==> config.mk <==
export PLATFORM = sky130hd
export DESIGN_NAME = dma_chunk_seq
export DESIGN_NICKNAME = d
export VERILOG_FILES = /design/src/rtl/dma_chunk_seq.sv
export SDC_FILE = /design/constraint.sdc
export NUM_CORES = 1
export LEC_CHECK = 0
export BUFFER_PORTS_ARGS = -buffer_cell sky130_fd_sc_hd__buf_2
export CORE_MARGIN = 8
export CORE_UTILIZATION = 51
export CTS_CLUSTER_SIZE = 24
export DETAILED_ROUTE_END_ITERATION = 10
export PLACE_DENSITY = 0.9
export SLEW_MARGIN = 5
export SYNTH_ARGS = -nofsm -noshare
export SYNTH_HDL_FRONTEND = slang
export SYNTH_SLANG_ARGS = --single-unit
==> constraint.sdc <==
create_clock -name clk -period 5.7 [get_ports clk]
set_clock_uncertainty 0.05 [all_clocks]
set_input_delay 0.855 -clock clk [delete_from_list [all_inputs] [get_ports clk]]
set_output_delay 0.855 -clock clk [all_outputs]
set_load 0.05 [all_outputs]
==> src/rtl/dma_chunk_seq.sv <==
module dma_chunk_seq #(
  parameter int CNT_W     = 16,
  parameter int ADDR_W    = 32,
  parameter int LVL_W     = 6,
  parameter int BURST_LEN = 16
) (
  input  logic              clk,
  input  logic              rst_n,
  input  logic              start,
  input  logic [1:0]        mode,
  input  logic              dir,
  input  logic [CNT_W-1:0]  xfer_count,
  input  logic [LVL_W-1:0]  fifo_free,
  input  logic [LVL_W-1:0]  fifo_used,
  output logic              src_req,
  input  logic              src_ack,
  output logic              dst_req,
  input  logic              dst_ack,
  output logic              last_beat,
  output logic              busy,
  output logic              done,
  output logic [CNT_W-1:0]  remaining,
  input  logic              chain_hold,
  input  logic [ADDR_W-1:0] next_desc,
  output logic              chain_load,
  output logic [ADDR_W-1:0] chain_addr
);

  localparam int LEN_W = $clog2(BURST_LEN + 1);

  typedef enum logic [2:0] {S_IDLE, S_GATE, S_SRC, S_DST, S_END} st_t;

  st_t              st;
  logic             burst_q, dir_q;
  logic [LEN_W-1:0] len_q, beat_q, need;
  logic [CNT_W-1:0] rem_q;
  logic             level_ok, beat_end;

  assign need     = !burst_q ? LEN_W'(1) :
                    (32'(rem_q) < BURST_LEN) ? LEN_W'(rem_q) : LEN_W'(BURST_LEN);
  assign level_ok = dir_q ? (32'(fifo_used) >= 32'(need)) : (32'(fifo_free) >= 32'(need));
  assign beat_end = beat_q == len_q - LEN_W'(1);

  assign src_req    = st == S_SRC;
  assign dst_req    = st == S_DST;
  assign last_beat  = (src_req || dst_req) && beat_end;
  assign busy       = st != S_IDLE;
  assign done       = st == S_END;
  assign remaining  = rem_q;
  assign chain_load = done && !chain_hold;

  always_ff @(posedge clk or negedge rst_n) begin
    if (!rst_n) begin
      st         <= S_IDLE;
      burst_q    <= 1'b0;
      dir_q      <= 1'b0;
      len_q      <= '0;
      beat_q     <= '0;
      rem_q      <= '0;
      chain_addr <= '0;
    end else begin
      case (st)
        S_IDLE: if (start) begin
          rem_q   <= xfer_count;
          burst_q <= mode == 2'b01;
          dir_q   <= dir;
          st      <= (xfer_count == '0) ? S_END : S_GATE;
        end
        S_GATE: if (level_ok) begin
          len_q  <= need;
          beat_q <= '0;
          st     <= S_SRC;
        end
        S_SRC: if (src_ack) begin
          if (beat_end) begin
            beat_q <= '0;
            st     <= S_DST;
          end else begin
            beat_q <= beat_q + LEN_W'(1);
          end
        end
        S_DST: if (dst_ack) begin
          if (beat_end) begin
            rem_q <= rem_q - CNT_W'(len_q);
            st    <= (rem_q == CNT_W'(len_q)) ? S_END : S_GATE;
          end else begin
            beat_q <= beat_q + LEN_W'(1);
          end
        end
        S_END: begin
          if (!chain_hold) chain_addr <= next_desc;
          st <= S_IDLE;
        end
        default: st <= S_IDLE;
      endcase
    end
  end

endmodule

* After elaboration in Yosys (flattened, before gate mapping)
Index checks and enable logic that the tools add are counted.
Storage, ports and cells: register bits 63, output and inout bits 54, input port bits 69, word-level logic and storage cells 65
Cells by class: magnitude comparators 3, reduce and logical (&&, ||, !) cells 15, mux-type cells 22, add/subtract/negate cells 3, equal/unequal tests 14, bitwise gates (word level) 1
Operator list (number):
- two-way mux 16 bit | 3
- two-way mux 5 bit | 7
- case mux 16 bit (2 select lines) | 1
- two-way mux 3 bit | 8
- equality test 16 x 5 -> 1 bit | 1
- logical NOT 16 bit | 1
- less-than comparator 16 x 5 -> 1 bit (second input constant) | 1
- subtractor 16 x 5 -> 16 bit | 1
- case mux 5 bit (3 select lines) | 1
- greater-or-equal comparator 6 x 5 -> 1 bit | 2
- case mux 3 bit (4 select lines) | 1
- != test 2 x 1 -> 1 bit (second input constant) | 4
- equality test 3 x 2 -> 1 bit (second input constant) | 2
- != test 2 bit (second input constant) | 3
- AND reduction 2 bit | 3
- AND reduction 6 bit | 1
- nonzero test 3 bit | 2
- adder 5 x 1 -> 5 bit (second input constant) | 1
- equality test 5 bit | 1
- AND reduction 5 bit | 1
- subtractor 5 x 1 -> 5 bit (second input constant) | 1
- AND reduction 4 bit | 1
- equality test 3 x 1 -> 1 bit (second input constant) | 1
- equality test 3 bit (second input constant) | 1
- 8 further kinds | 9

* Depth between registers and ports, before layout
depth after elaboration 7, depth in mapped cells 14, depth with buffers taken out 12

* Least setup slack after synthesis
Ideal clock, no wire load.
path type flip-flop to flip-flop, start point register rem_q[6], in the netlist remaining[6], end point register len_q[0], required time 5.522 ns, cell stages (with the launch flop) 15, setup slack 1.105 ns, path buffers 2, data arrival time 4.417 ns, setup time 0.128 ns, clock period less this slack 4.595 ns, cells stage by stage dfrtp_1 or4_4 or3_1 buf_2 or4_4 nor2_2 nand4_1 ha_1 nor2b_1 o21ai_0 a221oi_1 o221ai_1 or4b_1 clkbuf_1 mux2_1
On the way: word-level cells in the longest chain between the ends 6, elaborated cells on any way between the ends 7, those cells by class 3 x order compare; 3 x mux; 1 x reduce/logical
RTL lines:
- from (decl) | RTL line 36 | logic [CNT_W-1:0] rem_q;
- from (signal assigned) | RTL line 64 | rem_q <= xfer_count;
- from (signal assigned) | RTL line 84 | rem_q <= rem_q - CNT_W'(len_q);
- less-than comparator 16 x 5 -> 1 bit (*) | RTL line 40 | (32'(rem_q) < BURST_LEN) ? LEN_W'(rem_q) : LEN_W'(BURST_LEN);
- two-way mux 5 bit (*) | RTL line 40
- two-way mux 5 bit (*) | RTL line 39 | assign need = !burst_q ? LEN_W'(1) :
- greater-or-equal comparator 6 x 5 -> 1 bit | RTL line 41 | assign level_ok = dir_q ? (32'(fifo_used) >= 32'(need)) : (32'(fifo_free) >= 32'(need));
- two-way mux 1 bit | RTL line 41
- AND reduction 2 bit (no line)
- to (signal assigned) | RTL line 70 | len_q <= need;
- to (decl) | RTL line 35 | logic [LEN_W-1:0] len_q, beat_q, need;
Every way passes the cells marked *; elsewhere a longest branch is shown, timed or not. A chain may end at the register's enable or synchronous reset.

* Worst setup path after layout
Same ends and word-level chain as after synthesis.

==> flow_summary.toml <==
[power_and_ir_drop]
irDropWorstVdd_mv = 0.392
clock_power_share_pct = 16.8
p_leak_nw = 2.33
swShare_pct = 48.6
p_comb_share_pct = 52.7
finalPower_w = 0.00222
p_int_w = 0.00114
powerDensity_nw_per_um2 = 497
power.share.sequential_pct = 30.5
p_sw_w = 0.00108

[synthesis]
yosysTopAreaCell = "dfrtp_1"
syn-num-nets = 440
synth_edf_count = 0
ys_types = 59
ys_warn_count = 0
yosysSeqAreaShare_pct = 43.9
synthFlopType = "dfrtp_1"
synth_area_leaders = "dfrtp_1 (44%), mux2_1 (12%), ha_1 (5.9%)"
syn_inst = 353
ys_ff_latch = 63
syn_area_sq_um = 3590
async_reset_ff_share_pct = 100
yosysTopAreaCellShare_pct = 43.9
synth_area_per_cell_sq_um = 10.2

[cells_and_area]
final_util_pct = 65.8
nets = 559
seqCellArea_sq_um = 1580
fillers = 546
layout_commonest_cell = "buf_2"
multi_input_area_sq_um = 1870
drive_gt1_share_pct = 31.4
area_delta_synth_final_pct = 24.4
diodes = 0
fin_cells = 573
final_area_sq_um = 4470
mostFrequentLayoutCells = "buf_2 (122), dfrtp_1 (63), mux2_1 (37), inv_1 (21), o21ai_1 (21)"

[drt]
drtPass1Iterations = 5
vias = 3194
wl_per_cell_um = 16.8
wl_mm = 9.62
ant_nets = 0
drtIter0Drc = 220
drc = 0
vias_per_cell = 5.57

[critical_path]
r2r-start = "remaining[6]"
cp-end-kind = "flip-flop"
crit_type = "flip-flop to flip-flop"
worst_setup_path_start_kind = "flip-flop"
crit_required_ns = 5.87
cp.arrival_ns = 4.89
cp_max_fo = 9
setup.worst_path.start = "remaining[6]"

[hold_path]
min-delay-path-class = "flip-flop to flip-flop"
min-delay-start = "chain_addr[20]"

[sta]
slew_headroom_pct = 26.5
min_period_ns = 4.72
fmax_mhz = 212
fin_crit_sh_pct = 82.8
finalSetupViolCount = 0
final_hold_viol_count = 0
tns_ns = 0
rsz0062_at_grt = "false"
report.final.slew_viol_count = 0
worst_pin_slew_ns = 1.10

[global_route]
grt_pass1_wl_mm = 15.6
grt-ovfl-total = 0
antenna_found_initial = 0
grt_pass1_vias = 3243
gr-usage-all-layers_pct = 19.3
grt_max_degree = 64

[place]
port_buffers = 122
dp.cells = 557
routabilityCongestion = 0.910
placedInstanceArea_sq_um = 4280
dpl.hpwl_mm = 7.38

[outcome]
outcome = "completed"

[cts]
tritoncts = "done"
clock-root-buffer = "clkbuf_8"
postCtsSetupBuffers = 0
cts_made_buffers = 9
ctsHoldBuffers = 0
cts.sink_count = 63
worstSkewPairLatency_ns = 0.34
cts_max_path_buffers = 2
clkSlewWorstSetupHoldPaths_ns = 0.07
cts_resized = 0
h-tree-depth = 3

[floorplan]
coreArea_sq_um = 6790
die_h_um = 99.9
start_util_pct = 52.9
rows = 30
die-area_sq_um = 9990
dieWidth_um = 99.9
io_pins = 123

[flow_run]
maxCapViolations = 0
[Yosys cell counts, drive strengths merged, types with 3 or more instances]
master  count
dfrtp      63
mux2       40
o21ai      30
inv        22
nor2       19
ha         17
nand2      16
a21oi      15
clkbuf     13
nor3       10
nand2b      8
nor4        8
nor2b       7
a31oi       5
mux2i       5
nand3       5
nand4       5
o31ai       5
xnor2       5
and2        4
o21a        4
a21o        3
a22oi       3
buf         3
o221ai      3
or3         3
xor2        3
[sequential cells by signal, summed over array words and instances, names as in the netlist]
| name | count |
|---|---|
| beat_q | 5 |
| burst_q | 1 |
| chain_addr | 32 |
| dir_q | 1 |
| len_q | 5 |
| remaining | 16 |
| st | 3 |
[final cells by class]
type / instances / share of cell area, %
repair buffers: 124 / 14.0
flip-flops and latches: 63 / 35.3
clock buffers: 10 / 2.86
clock inverters: 6 / 1.37
inverters: 23 / 1.93
multi-input cells: 251 / 41.9
well taps: 96 / 2.69
[critical path, cell delays in order, from the launching register on]
cell and delay, ns:
dfrtp_1 0.42, or4_4 0.55, or3_1 0.42, or4_4 0.50, nor2_2 0.20, nand4_1 0.25, ha_1 0.35, o21ai_0 0.07
a221oi_1 0.30, o221ai_1 0.36, or4b_1 0.74, mux2_1 0.38
[metal layers]
layer	routed length (um)	part of all wire (%)	GRT usage [%]
met1	4170	43	24.3
met2	4180	43	29.6
met3	1090	11	6.30
met4	177	1.8	8.03
met5	0	0	0
[power groups by stage]
stage / logic, W / clock network, W / registers, W
after floorplan: 0.000742 / 0 / 0.000811
after global placement: 0.00113 / 0 / 0.000671
after detailed placement: 0.00115 / 0 / 0.000677
after CTS: 0.00117 / 0.000385 / 0.000671
after global routing: 0.00128 / 0.000403 / 0.000689
final: 0.00117 / 0.000373 / 0.000676
[worst paths after layout]
path | end | slack, ns | cells after the start
min in group asynchronous | chain_addr[5] | 0.64 | 2
worst max-delay path | len_q[0] | 0.98 | 11
max in group asynchronous | chain_addr[12] | 4.46 | 2
worst min-delay path | chain_addr[20] | 0.43 | 1
worst min register to register | chain_addr[20] | 0.43 | 1
worst max register to register | len_q[0] | 0.98 | 11
[per-stage QoR]
stage | hold WS (ns) | setup WS, ns
6_report | 0.431 | 0.978
5_1_grt | 0.447 | 0.752
4_1_cts | 0.437 | 1.00
3_5_place_dp | 0.421 | 1.07
3_3_place_gp | 0.412 | 1.19
2_1_floorplan | 0.437 | 1.11
[kinds of logic (layout without fill, tap and decap cells)]
logic type / after synthesis / after routing / synth area share [%]
XOR/XNOR: 8 / 8 / 1.95
AND/OR/NAND/NOR: 95 / 95 / 14.6
flip-flops: 63 / 63 / 43.9
buffers and inverters: 39 / 163 / 4.11
AO/OA/AOI/OAI: 85 / 85 / 15.1
adder cells (fa/ha/maj): 18 / 18 / 6.48
multiplexers: 45 / 45 / 13.9
No activity file was read; power rests on OpenSTA's default activity.
